**src/rtl/spi_host_pkg.sv**
```systemverilog
package spi_host_pkg;

  typedef struct packed {
    logic cpol;
    logic cpha;
    logic late;
  } xfer_cfg_t;

  // Half period in system clocks; zero is promoted to one.
  function automatic int unsigned eff_half(input int unsigned h);
    return (h == 0) ? 1 : h;
  endfunction

  // Event k (1..last_edge+1) drives a new output bit.
  function automatic logic launch_at(input int k, input logic cpha, input int last_edge);
    if (cpha) return (k % 2 == 1) && (k <= last_edge - 1);
    else      return (k % 2 == 0) && (k >= 2) && (k <= last_edge - 2);
  endfunction

  // Event k captures the input line.
  function automatic logic sample_at(input int k, input logic cpha, input logic late,
                                     input int last_edge);
    if (!late) begin
      if (cpha) return (k % 2 == 0) && (k >= 2) && (k <= last_edge);
      else      return (k % 2 == 1) && (k <= last_edge - 1);
    end else begin
      if (cpha) return (k % 2 == 1) && (k >= 3) && (k <= last_edge + 1);
      else      return (k % 2 == 0) && (k >= 2) && (k <= last_edge);
    end
  endfunction

endpackage

```
**src/rtl/spi_host_tick.sv**
```systemverilog
module spi_host_tick #(
  parameter int DIV_W = 10
) (
  input  logic             clk,
  input  logic             rst_n,
  input  logic             run,
  input  logic [DIV_W-1:0] half_len,
  output logic             tick
);

  logic [DIV_W-1:0] cnt_q;

  assign tick = run && (cnt_q == (half_len - DIV_W'(1)));

  always_ff @(posedge clk or negedge rst_n) begin
    if (!rst_n)            cnt_q <= '0;
    else if (!run || tick) cnt_q <= '0;
    else                   cnt_q <= cnt_q + DIV_W'(1);
  end


  cnt_range_chk: assert property (@(posedge clk) disable iff (!rst_n)
    run |-> (cnt_q < half_len));

endmodule

```
**src/rtl/spi_host_seq.sv**
```systemverilog
module spi_host_seq
  import spi_host_pkg::*;
#(
  parameter int WORD_W = 8,
  parameter int DIV_W  = 10
) (
  input  logic             clk,
  input  logic             rst_n,
  input  logic             start,
  input  logic             cfg_cpol,
  input  logic             cfg_cpha,
  input  logic             cfg_late,
  input  logic [DIV_W-1:0] cfg_half,
  input  logic             tick,
  output logic             busy,
  output logic             cs_n,
  output logic             sclk,
  output logic             done,
  output logic [DIV_W-1:0] half_q,
  output logic             load,
  output logic             launch,
  output logic             sample,
  output logic             finish
);

  localparam int LAST_EDGE = 2 * WORD_W;
  localparam int LAST_EV   = LAST_EDGE + 1;
  localparam int EV_W      = $clog2(LAST_EV + 1);

  logic            busy_q, cs_n_q, sclk_q, done_q;
  logic [EV_W-1:0] ev_q, ev_nxt;
  xfer_cfg_t       cfg_q;

  assign ev_nxt = ev_q + EV_W'(1);
  assign load   = start && !busy_q;
  assign finish = tick && (ev_nxt == EV_W'(LAST_EV));
  assign launch = tick && launch_at(int'(ev_nxt), cfg_q.cpha, LAST_EDGE);
  assign sample = tick && sample_at(int'(ev_nxt), cfg_q.cpha, cfg_q.late, LAST_EDGE);

  always_ff @(posedge clk or negedge rst_n) begin
    if (!rst_n) begin
      busy_q <= 1'b0;
      cs_n_q <= 1'b1;
      done_q <= 1'b0;
      ev_q   <= '0;
      cfg_q  <= '0;
      half_q <= DIV_W'(1);
    end else begin
      done_q <= finish;
      if (load) begin
        busy_q <= 1'b1;
        cs_n_q <= 1'b0;
        ev_q   <= '0;
        cfg_q  <= '{cpol: cfg_cpol, cpha: cfg_cpha, late: cfg_late};
        half_q <= DIV_W'(eff_half(int'(cfg_half)));
      end else if (tick) begin
        ev_q <= ev_nxt;
        if (finish) begin
          busy_q <= 1'b0;
          cs_n_q <= 1'b1;
        end
      end
    end
  end

  always_ff @(posedge clk or negedge rst_n) begin
    if (!rst_n)                                       sclk_q <= 1'b0;
    else if (!busy_q)                                 sclk_q <= cfg_cpol;
    else if (tick && (ev_nxt <= EV_W'(LAST_EDGE)))    sclk_q <= ~sclk_q;
  end

  assign busy = busy_q;
  assign cs_n = cs_n_q;
  assign sclk = sclk_q;
  assign done = done_q;


  done_pulse_chk: assert property (@(posedge clk) disable iff (!rst_n)
    done_q |=> !done_q);


  sclk_hold_chk: assert property (@(posedge clk) disable iff (!rst_n)
    (busy_q && !tick) |=> $stable(sclk_q));


  sclk_rest_chk: assert property (@(posedge clk) disable iff (!rst_n)
    finish |=> (sclk_q == cfg_q.cpol));


  restart_ign_chk: assert property (@(posedge clk) disable iff (!rst_n)
    (busy_q && start && !finish) |=> (busy_q && $stable(cfg_q) && $stable(half_q)));


  idle_level_chk: assert property (@(posedge clk) disable iff (!rst_n)
    (!busy_q && $past(!busy_q) && $past(rst_n) && $stable(cfg_cpol)) |-> (sclk_q == cfg_cpol));

endmodule

```
**src/rtl/spi_host_shift.sv**
```systemverilog
module spi_host_shift #(
  parameter int WORD_W = 8
) (
  input  logic              clk,
  input  logic              rst_n,
  input  logic              load,
  input  logic              load_cpha,
  input  logic [WORD_W-1:0] tx_word,
  input  logic              launch,
  input  logic              sample,
  input  logic              finish,
  input  logic              miso,
  output logic              mosi,
  output logic [WORD_W-1:0] rx_word
);

  localparam int CNT_W = $clog2(WORD_W + 1);

  logic [WORD_W-1:0] tx_sr, rx_sr, rx_nxt;
  logic              mosi_q;
  logic [CNT_W-1:0]  samp_cnt;

  assign rx_nxt = sample ? {rx_sr[WORD_W-2:0], miso} : rx_sr;

  always_ff @(posedge clk or negedge rst_n) begin
    if (!rst_n) begin
      tx_sr   <= '0;
      rx_sr   <= '0;
      mosi_q  <= 1'b0;
      rx_word <= '0;
    end else if (load) begin
      rx_sr <= '0;
      if (load_cpha) begin
        tx_sr <= tx_word;
      end else begin
        mosi_q <= tx_word[WORD_W-1];
        tx_sr  <= {tx_word[WORD_W-2:0], 1'b0};
      end
    end else begin
      if (launch) begin
        mosi_q <= tx_sr[WORD_W-1];
        tx_sr  <= {tx_sr[WORD_W-2:0], 1'b0};
      end
      if (sample) rx_sr <= rx_nxt;
      if (finish) begin
        rx_word <= rx_nxt;
        mosi_q  <= 1'b0;
      end
    end
  end

  assign mosi = mosi_q;

  // Sample tally used only by the check below.
  always_ff @(posedge clk or negedge rst_n) begin
    if (!rst_n)      samp_cnt <= '0;
    else if (load)   samp_cnt <= '0;
    else if (sample) samp_cnt <= samp_cnt + CNT_W'(1);
  end


  sample_total_chk: assert property (@(posedge clk) disable iff (!rst_n)
    finish |-> ((int'(samp_cnt) + int'(sample)) == WORD_W));


  rx_hold_chk: assert property (@(posedge clk) disable iff (!rst_n)
    !finish |=> $stable(rx_word));

endmodule

```
**src/rtl/spi_host_engine.sv**
```systemverilog
module spi_host_engine #(
  parameter int WORD_W = 8,
  parameter int DIV_W  = 10
) (
  input  logic              clk,
  input  logic              rst_n,
  input  logic              cfg_cpol,
  input  logic              cfg_cpha,
  input  logic              cfg_late,
  input  logic [DIV_W-1:0]  cfg_half,
  input  logic              start,
  input  logic [WORD_W-1:0] tx_word,
  output logic              busy,
  output logic              done,
  output logic [WORD_W-1:0] rx_word,
  output logic              sclk,
  output logic              cs_n,
  output logic              mosi,
  input  logic              miso
);

  logic             tick, load, launch, sample, finish;
  logic [DIV_W-1:0] half_q;

  spi_host_tick #(.DIV_W(DIV_W)) u_tick (
    .clk      (clk),
    .rst_n    (rst_n),
    .run      (busy),
    .half_len (half_q),
    .tick     (tick)
  );

  spi_host_seq #(.WORD_W(WORD_W), .DIV_W(DIV_W)) u_seq (
    .clk      (clk),
    .rst_n    (rst_n),
    .start    (start),
    .cfg_cpol (cfg_cpol),
    .cfg_cpha (cfg_cpha),
    .cfg_late (cfg_late),
    .cfg_half (cfg_half),
    .tick     (tick),
    .busy     (busy),
    .cs_n     (cs_n),
    .sclk     (sclk),
    .done     (done),
    .half_q   (half_q),
    .load     (load),
    .launch   (launch),
    .sample   (sample),
    .finish   (finish)
  );

  spi_host_shift #(.WORD_W(WORD_W)) u_shift (
    .clk       (clk),
    .rst_n     (rst_n),
    .load      (load),
    .load_cpha (cfg_cpha),
    .tx_word   (tx_word),
    .launch    (launch),
    .sample    (sample),
    .finish    (finish),
    .miso      (miso),
    .mosi      (mosi),
    .rx_word   (rx_word)
  );


  done_cs_chk: assert property (@(posedge clk) disable iff (!rst_n)
    done |-> (cs_n && !busy && $past(busy)));

endmodule

```
**config.mk**
```make
export PLATFORM = sky130hd
export DESIGN_NAME = spi_host_engine
export DESIGN_NICKNAME = d
export VERILOG_FILES = /design/src/rtl/spi_host_pkg.sv /design/src/rtl/spi_host_tick.sv /design/src/rtl/spi_host_seq.sv /design/src/rtl/spi_host_shift.sv /design/src/rtl/spi_host_engine.sv
export SDC_FILE = /design/constraint.sdc
export NUM_CORES = 1
export LEC_CHECK = 0
export BUFFER_PORTS_ARGS = -buffer_cell sky130_fd_sc_hd__buf_4
export CAP_MARGIN = 20
export CORE_ASPECT_RATIO = 1.1
export CORE_UTILIZATION = 53
export DETAILED_ROUTE_END_ITERATION = 6
export GPL_TIMING_DRIVEN = 0
export PLACE_DENSITY = 0.74
export RECOVER_POWER = 50
export SLEW_MARGIN = 40
export SYNTH_ARGS = -nofsm -noshare
export SYNTH_HDL_FRONTEND = slang
export SYNTH_SLANG_ARGS = --single-unit
```
**constraint.sdc**
```tcl
create_clock -name clk -period 3.3 [get_ports clk]
set_clock_uncertainty 0.15 [all_clocks]
set_input_delay 0.66 -clock clk [delete_from_list [all_inputs] [get_ports clk]]
set_output_delay 0.66 -clock clk [all_outputs]
set_load 0.05 [all_outputs]
```
==> flow_summary.toml, run 1 <==
[place]
placed_area_mm2 = 0.003762
dp_hpwl_um = 5192
port-buffer-count = 37
gp_congestion = 0.8127

[cts]
cts_buffers = 5
insertion_delay_ps = 310
path_clk_slew_ps = 100
cts_tree = "yes"
h-tree-depth = 2
hold_buffers = 0
clk_path_buf_depth = 2
cts.sinks = 56
root_buffer = "clkbuf_8"

[cells_and_area]
diodes = 0
fillCellCount = 536
design_area_mm2 = 0.003882
synthToLayoutAreaGrowth_pct = 14.71
drive_gt1_share_pct = 27.00
nets = 393

[global_route]
use_met1_pct = 28.19
overflow = 0
grt_pass1_wl_um = 12090
grt_util_all_layers_pct = 23.02
antenna_found_initial = 0
met2_usage_pct = 41.15
top_usage_layer = "met2"
grt_max_degree = 57
grt_use_met3_pct = 3.617
grt_pass1_vias = 2548

[timing]
tightest_slew_ps = 1387
slew_headroom_pct = 7.555
setup-violations-final = 0
period_minus_slack_ps = 3131
fmax_mhz = 319.4
finalMaxSlewViolations = 0
rsz0062_at_grt = "no"
finalCritPeriodShare_pct = 94.87
finalHoldViolations = 0

[synthesis]
ys_ff_latch = 56
synthDistinctLibCells = 66
ys.flop_type = "dfrtp_1"
synth_cells = 317
yosysSeqAreaShare_pct = 41.48
synth_fp_nets = 348
async_flop_share_pct = 100.0
avgSynthCellArea_um2 = 10.68
yosysWarnings = 0
synth_edf_count = 0
synthesis.area_mm2 = 0.003384

[pwr]
p_seq_share_pct = 39.6
power_density_mw_per_mm2 = 643.0
finalPower_mw = 2.497
p_clk_share_pct = 18.7
p_sw_mw = 0.9527
p_sw_share_pct = 38.16
p_leak_nw = 1.698
pwr-share-comb_pct = 41.7
irDropWorstVdd_uv = 312.3
p_int_mw = 1.544

[die]
core.rowCount = 30
start_util_pct = 54.98
dieArea_mm2 = 0.006709
die_y_um = 85.81
core-area_mm2 = 0.006156
io_pins = 38
die_w_um = 78.19

[drt]
final_antenna_net_count = 0
totalWireLength_um = 7016
wl_per_cell_um = 15.84
drt-vias-per-instance = 5.637
dr.pass1.iters = 4
vias = 2497
drc_errors = 0
drt_iter0_drc = 90

[critical_path]
arrival_ps = 3190
critPathMaxFanout = 10
critical_path_class = "reg -> reg"
cp.required_ps = 3360
end_kind = "register"
cp-start-kind = "register"

[job]
cap_violations = 0

[status]
status = "finished, final reports clean"

[worst_hold_path]
hp-class = "reg -> reg"
[synthesized netlist by cell type (2+ instances only)]
cell type  count  area, um2
mux2i_1       16      160.2
nor3_2         2      20.02
nor4_1         3      18.77
xnor2_1       12      105.1
mux2_2        20      225.2
nand3b_1       3      22.52
buf_12         2      40.04
o21ai_0        7      35.03
nor4b_1        2      17.52
mux2_4         7      105.1
xor2_1        14      122.6
and3b_1        2      17.52
nand2b_1       3      18.77
ha_1           6      75.07
clkbuf_1       7      26.28
or3_1          2      12.51
a21oi_1       11      55.05
buf_2          3      15.01
a21boi_0       2      15.01
dfrtp_1       54       1351
inv_1          8      30.03
buf_1          2      7.510
a211oi_1       7      52.55
dfstp_2        2      52.55
nand4b_1       2      17.52
nor3_1         7      35.03
and3_1         3      18.77
nand2_1       25      93.84
nor2_1        24      90.09
nor2b_1        8      50.05
nand3_1       13      65.06
o21a_1         2      15.01
o22ai_1        2      12.51
o311ai_0       2      17.52
[final cells by class]
cell class                 instances  area [um2]  share of cell area (%)
sequential                        56        1404                   36.16
timing repair buffer              38       280.3                   7.219
clock buffer                       6       72.57                   1.869
tap                               80       100.1                   2.578
clock inverter                     2       38.79                  0.9990
inverter                           8       30.03                  0.7734
buffer                            16       105.1                   2.707
multi-input combinational        237        1852                   47.70
[critical path, stage by stage (launching register included)]
cell,delay [ps]
dfrtp_1,390
buf_2,220
inv_1,110
ha_1,360
or4_1,410
o31a_1,170
xnor2_1,150
nand3_1,140
a31oi_4,180
buf_12,150
mux2_2,340
mux2_4,260
[cell families (layout without fill, tap and decap cells)]
group	after synthesis	in the layout	share of synthesized area (%)
xor gates and xnor gates	27	27	7.209
AOI/OAI and AO/OA	50	50	11.65
muxes	43	43	14.49
buffers and inverters	24	70	4.251
and+or+nand+nor	111	111	18.71
adders and majority gates	6	6	2.218
DFF	56	56	41.48
[layout by cell type, fill, tap and decap left out, drive strengths merged, types with 3 or more instances in the layout]
cell,synthesis,routed
nand2,25,25
nor2b,8,8
nor4,3,3
nand3b,3,3
dfrtp,54,54
and3,4,4
clkbuf,8,18
nor3,9,9
ha,6,6
o21ai,8,8
nand3,14,14
mux2,27,27
nand2b,4,4
xnor2,12,12
xor2,15,15
a211oi,9,9
nor2,25,25
inv,8,9
mux2i,16,16
a21oi,11,11
buf,8,42
[power groups by stage]
stage | clock network (mW) | registers (mW) | logic (mW)
5_1_grt | 0.500 | 1.01 | 1.18
6_report | 0.466 | 0.989 | 1.04
3_5_place_dp | 0 | 1.01 | 0.976
4_1_cts | 0.475 | 0.992 | 0.999
3_3_place_gp | 0 | 0.999 | 0.948
2_1_floorplan | 0 | 0.986 | 0.762
[state kept, by name, indices dropped and copies added, names as in the netlist]
name / count
u_seq.cfg_q: 2
u_seq.done: 1
u_seq.half_q: 10
u_shift.rx_word: 8
u_seq.cs_n: 1
u_tick.cnt_q: 10
u_shift.tx_sr: 8
u_shift.rx_sr: 8
u_seq.ev_q: 5
u_shift.mosi: 1
u_seq.busy: 1
u_seq.sclk: 1
[worst paths after layout]
check	cells past startpoint	slack, ps	to	startpoint
min in group asynchronous	1	510	u_seq.half_q[7]	rst_n
max in group asynchronous	1	1680	u_seq.busy	rst_n
worst min-delay path	1	370	u_shift.rx_word[4]	u_shift.rx_word[4]
worst min register to register	1	370	u_shift.rx_word[4]	u_shift.rx_word[4]
worst max register to register	11	170	u_shift.rx_word[0]	u_seq.ev_q[0]
worst max-delay path	11	170	u_shift.rx_word[0]	u_seq.ev_q[0]
[routing by layer]
metal  routed length (um)  vias to the layer above
met5                    0                        -
met4                  170                        0
met3                  203                       13
met2                 3618                       48
met1                 3023                     1219
li1                     -                     1217
[stage by stage]
stage | hold slack, ps | cells | TNS [ps] | utilization, % | worst slack [ps]
floorplan | 214.4 | 317 | 0 | - | 162.5
global placement | 339.3 | 434 | -2315 | 61.12 | -222.3
detailed placement | 347.8 | 434 | -2871 | 61.12 | -244.6
CTS | 256.5 | 442 | 0 | 63.09 | 46.60
global route | 392.9 | 443 | 0 | 63.07 | 13.73
finish | 369.0 | 443 | 0 | 63.07 | 169.1
[timing repair]
action | in CTS | in global routing
setup buffers | 0 | 1
gates resized for setup | 2 | 2
pin swaps | 0 | 1
setup endpoints to repair | 16 | 13
Power figures use the tool's default switching activity.
==> run 2: changes to the inputs <==
--- a/config.mk
+++ b/config.mk
@@ -8,10 +8,10 @@
 export BUFFER_PORTS_ARGS = -buffer_cell sky130_fd_sc_hd__buf_4
 export CAP_MARGIN = 20
 export CORE_ASPECT_RATIO = 1.1
-export CORE_UTILIZATION = 53
+export CORE_UTILIZATION = 59
 export DETAILED_ROUTE_END_ITERATION = 6
 export GPL_TIMING_DRIVEN = 0
-export PLACE_DENSITY = 0.74
+export PLACE_DENSITY = 0.78
 export RECOVER_POWER = 50
 export SLEW_MARGIN = 40
 export SYNTH_ARGS = -nofsm -noshare
==> constraint.sdc (replaced) <==
create_clock -name clk -period 3.15 [get_ports clk]
set_clock_uncertainty 0.15 [all_clocks]
set_input_delay 0.63 -clock clk [delete_from_list [all_inputs] [get_ports clk]]
set_output_delay 0.63 -clock clk [all_outputs]
set_load 0.05 [all_outputs]
==> flow_summary.toml, run 2 (same netlist as run 1, synthesis figures left out) <==
[status]
status = "finished, final reports clean"

[timing]
period_minus_slack_ps = 3023
tightest_slew_ps = 1387
holdWs_ps = 368.2
setup-violations-final = 0
fmax_mhz = 330.8
finalMaxSlewViolations = 0
finalHoldViolations = 0
rsz0062_at_grt = "no"
slew_headroom_pct = 7.550
finalCritPeriodShare_pct = 95.97

[cells_and_area]
diodes = 0
nets = 395
final_cell_mix = "dfrtp_1, buf_4, nand2_1"
fillCellCount = 453
synthToLayoutAreaGrowth_pct = 14.75
drive_gt1_share_pct = 28.22
reg_top3 = "u_seq.half_q x10, u_tick.cnt_q x10"
fin_cells = 440
final_common_cell = "dfrtp_1"
design_area_mm2 = 0.003884
fin_util_pct = 71.06

[global_route]
grt_max_degree = 57
grt_pass1_wl_um = 11780
top_usage_layer = "met2"
met2_usage_pct = 46.09
overflow = 0
use_met1_pct = 30.34
grt_util_all_layers_pct = 25.59
antenna_found_initial = 0
grt_use_met3_pct = 4.785
grt_pass1_vias = 2547

[drt]
drt-vias-per-instance = 5.589
drt_iter0_drc = 132
drc_errors = 0
final_antenna_net_count = 0
totalWireLength_um = 6821
wl_per_cell_um = 15.50
dr.pass1.iters = 4
vias = 2459

[pwr]
p_sw_mw = 0.9967
irDropWorstVdd_uv = 391.1
pwr-share-comb_pct = 44.0
p_int_mw = 1.556
p_clk_share_pct = 15.5
p_sw_share_pct = 39.05
power_density_mw_per_mm2 = 657.2
p_leak_nw = 1.698
p_seq_share_pct = 40.5

[worst_hold_path]
worstHoldStart = "u_shift.rx_word[7]"
hp-class = "reg -> reg"
whs_endpoint = "u_shift.rx_word[7]"
holdPathStages = 1

[critical_path]
startpoint = "u_seq.ev_q[0]"
arrival_ps = 3080
critPathMaxFanout = 10
end_kind = "register"
reg2reg_slack_ps = 130
critical_path_class = "reg -> reg"
cp.required_ps = 3210
r2r_end = "u_shift.rx_word[3]"
r2r_cells = 11
cp-start-kind = "register"
r2r-start = "u_seq.ev_q[0]"

[place]
dp_hpwl_um = 5055
placed_area_mm2 = 0.003756
dp_cells = 429
gp_congestion = 0.9106
port-buffer-count = 37

[cts]
root_buffer = "clkbuf_8"
clk_path_buf_depth = 2
cts_buffers = 5
hold_buffers = 0
cts_tree = "yes"
path_clk_slew_ps = 100
cts.sinks = 56
h-tree-depth = 2
insertion_delay_ps = 320

[die]
die_y_um = 81.44
core.rowCount = 28
io_pins = 38
die_w_um = 74.22
start_util_pct = 61.93
dieArea_mm2 = 0.006044
core-area_mm2 = 0.005465

[job]
cap_violations = 0
==> run 2: metal layers <==
layer	share of wire (%)	wire [um]
met3	2.4	167
met4	2.0	136
met2	53	3588
met5	0	0
met1	43	2928
==> run 2: area by class of cell <==
class	count	area [um2]	share of cell area (%)
Clock inverter	3	18.77	0.4832
Multi-Input combinational cell	237	1862	47.94
Inverter	8	30.03	0.7732
Tap cell	75	93.84	2.416
Clock buffer	5	68.82	1.772
Sequential cell	56	1405	36.18
Buffer	16	117.6	3.028
Timing Repair Buffer	40	287.8	7.410
==> run 2: what timing repair did <==
action	4_1_cts	5_1_grt
buffers inserted	1	2
hold endpoints to repair	0	0
pin swaps	1	1
resized for setup	3	6
endpoints found under the setup margin	16	13
==> run 2: worst max-delay path by stage <==
stage                          to  depth (start not counted)
3_3_place_gp   u_shift.rx_word[0]                         10
5_1_grt        u_shift.rx_word[6]                         11
2_1_floorplan  u_shift.rx_word[7]                         10
6_report       u_shift.rx_word[3]                         11
4_1_cts        u_shift.rx_word[3]                         11
3_5_place_dp   u_shift.rx_word[4]                         10
==> run 2: power by group through the flow <==
| stage | Clock (mW) | Sequential, mW | Combinational (mW) |
|---|---|---|---|
| 2_1_floorplan | 0 | 1.03 | 0.798 |
| 3_3_place_gp | 0 | 1.04 | 0.996 |
| 3_5_place_dp | 0 | 1.05 | 1.04 |
| 4_1_cts | 0.409 | 1.03 | 1.10 |
| 5_1_grt | 0.434 | 1.06 | 1.25 |
| 6_report | 0.395 | 1.03 | 1.12 |
==> run 2: per-stage QoR <==
step	total power [mW]	TNS (ps)	worst slack, ps
floorplan	1.831	0	12.51
global placement	2.037	-4968	-379.4
detailed placement	2.083	-5624	-412.2
CTS	2.547	0	15.16
global route	2.746	0	15.08
finish	2.552	0	127.0
==> run 2: worst max-delay path, stage by stage (launching register included) <==
cell and delay, ps:
dfrtp_1 370, buf_4 170, inv_1 90, ha_1 360, or4_1 420, o31a_1 180, xnor2_1 150, nand3_1 130
a31oi_4 170, buf_12 150, mux2_2 330, mux2_4 260
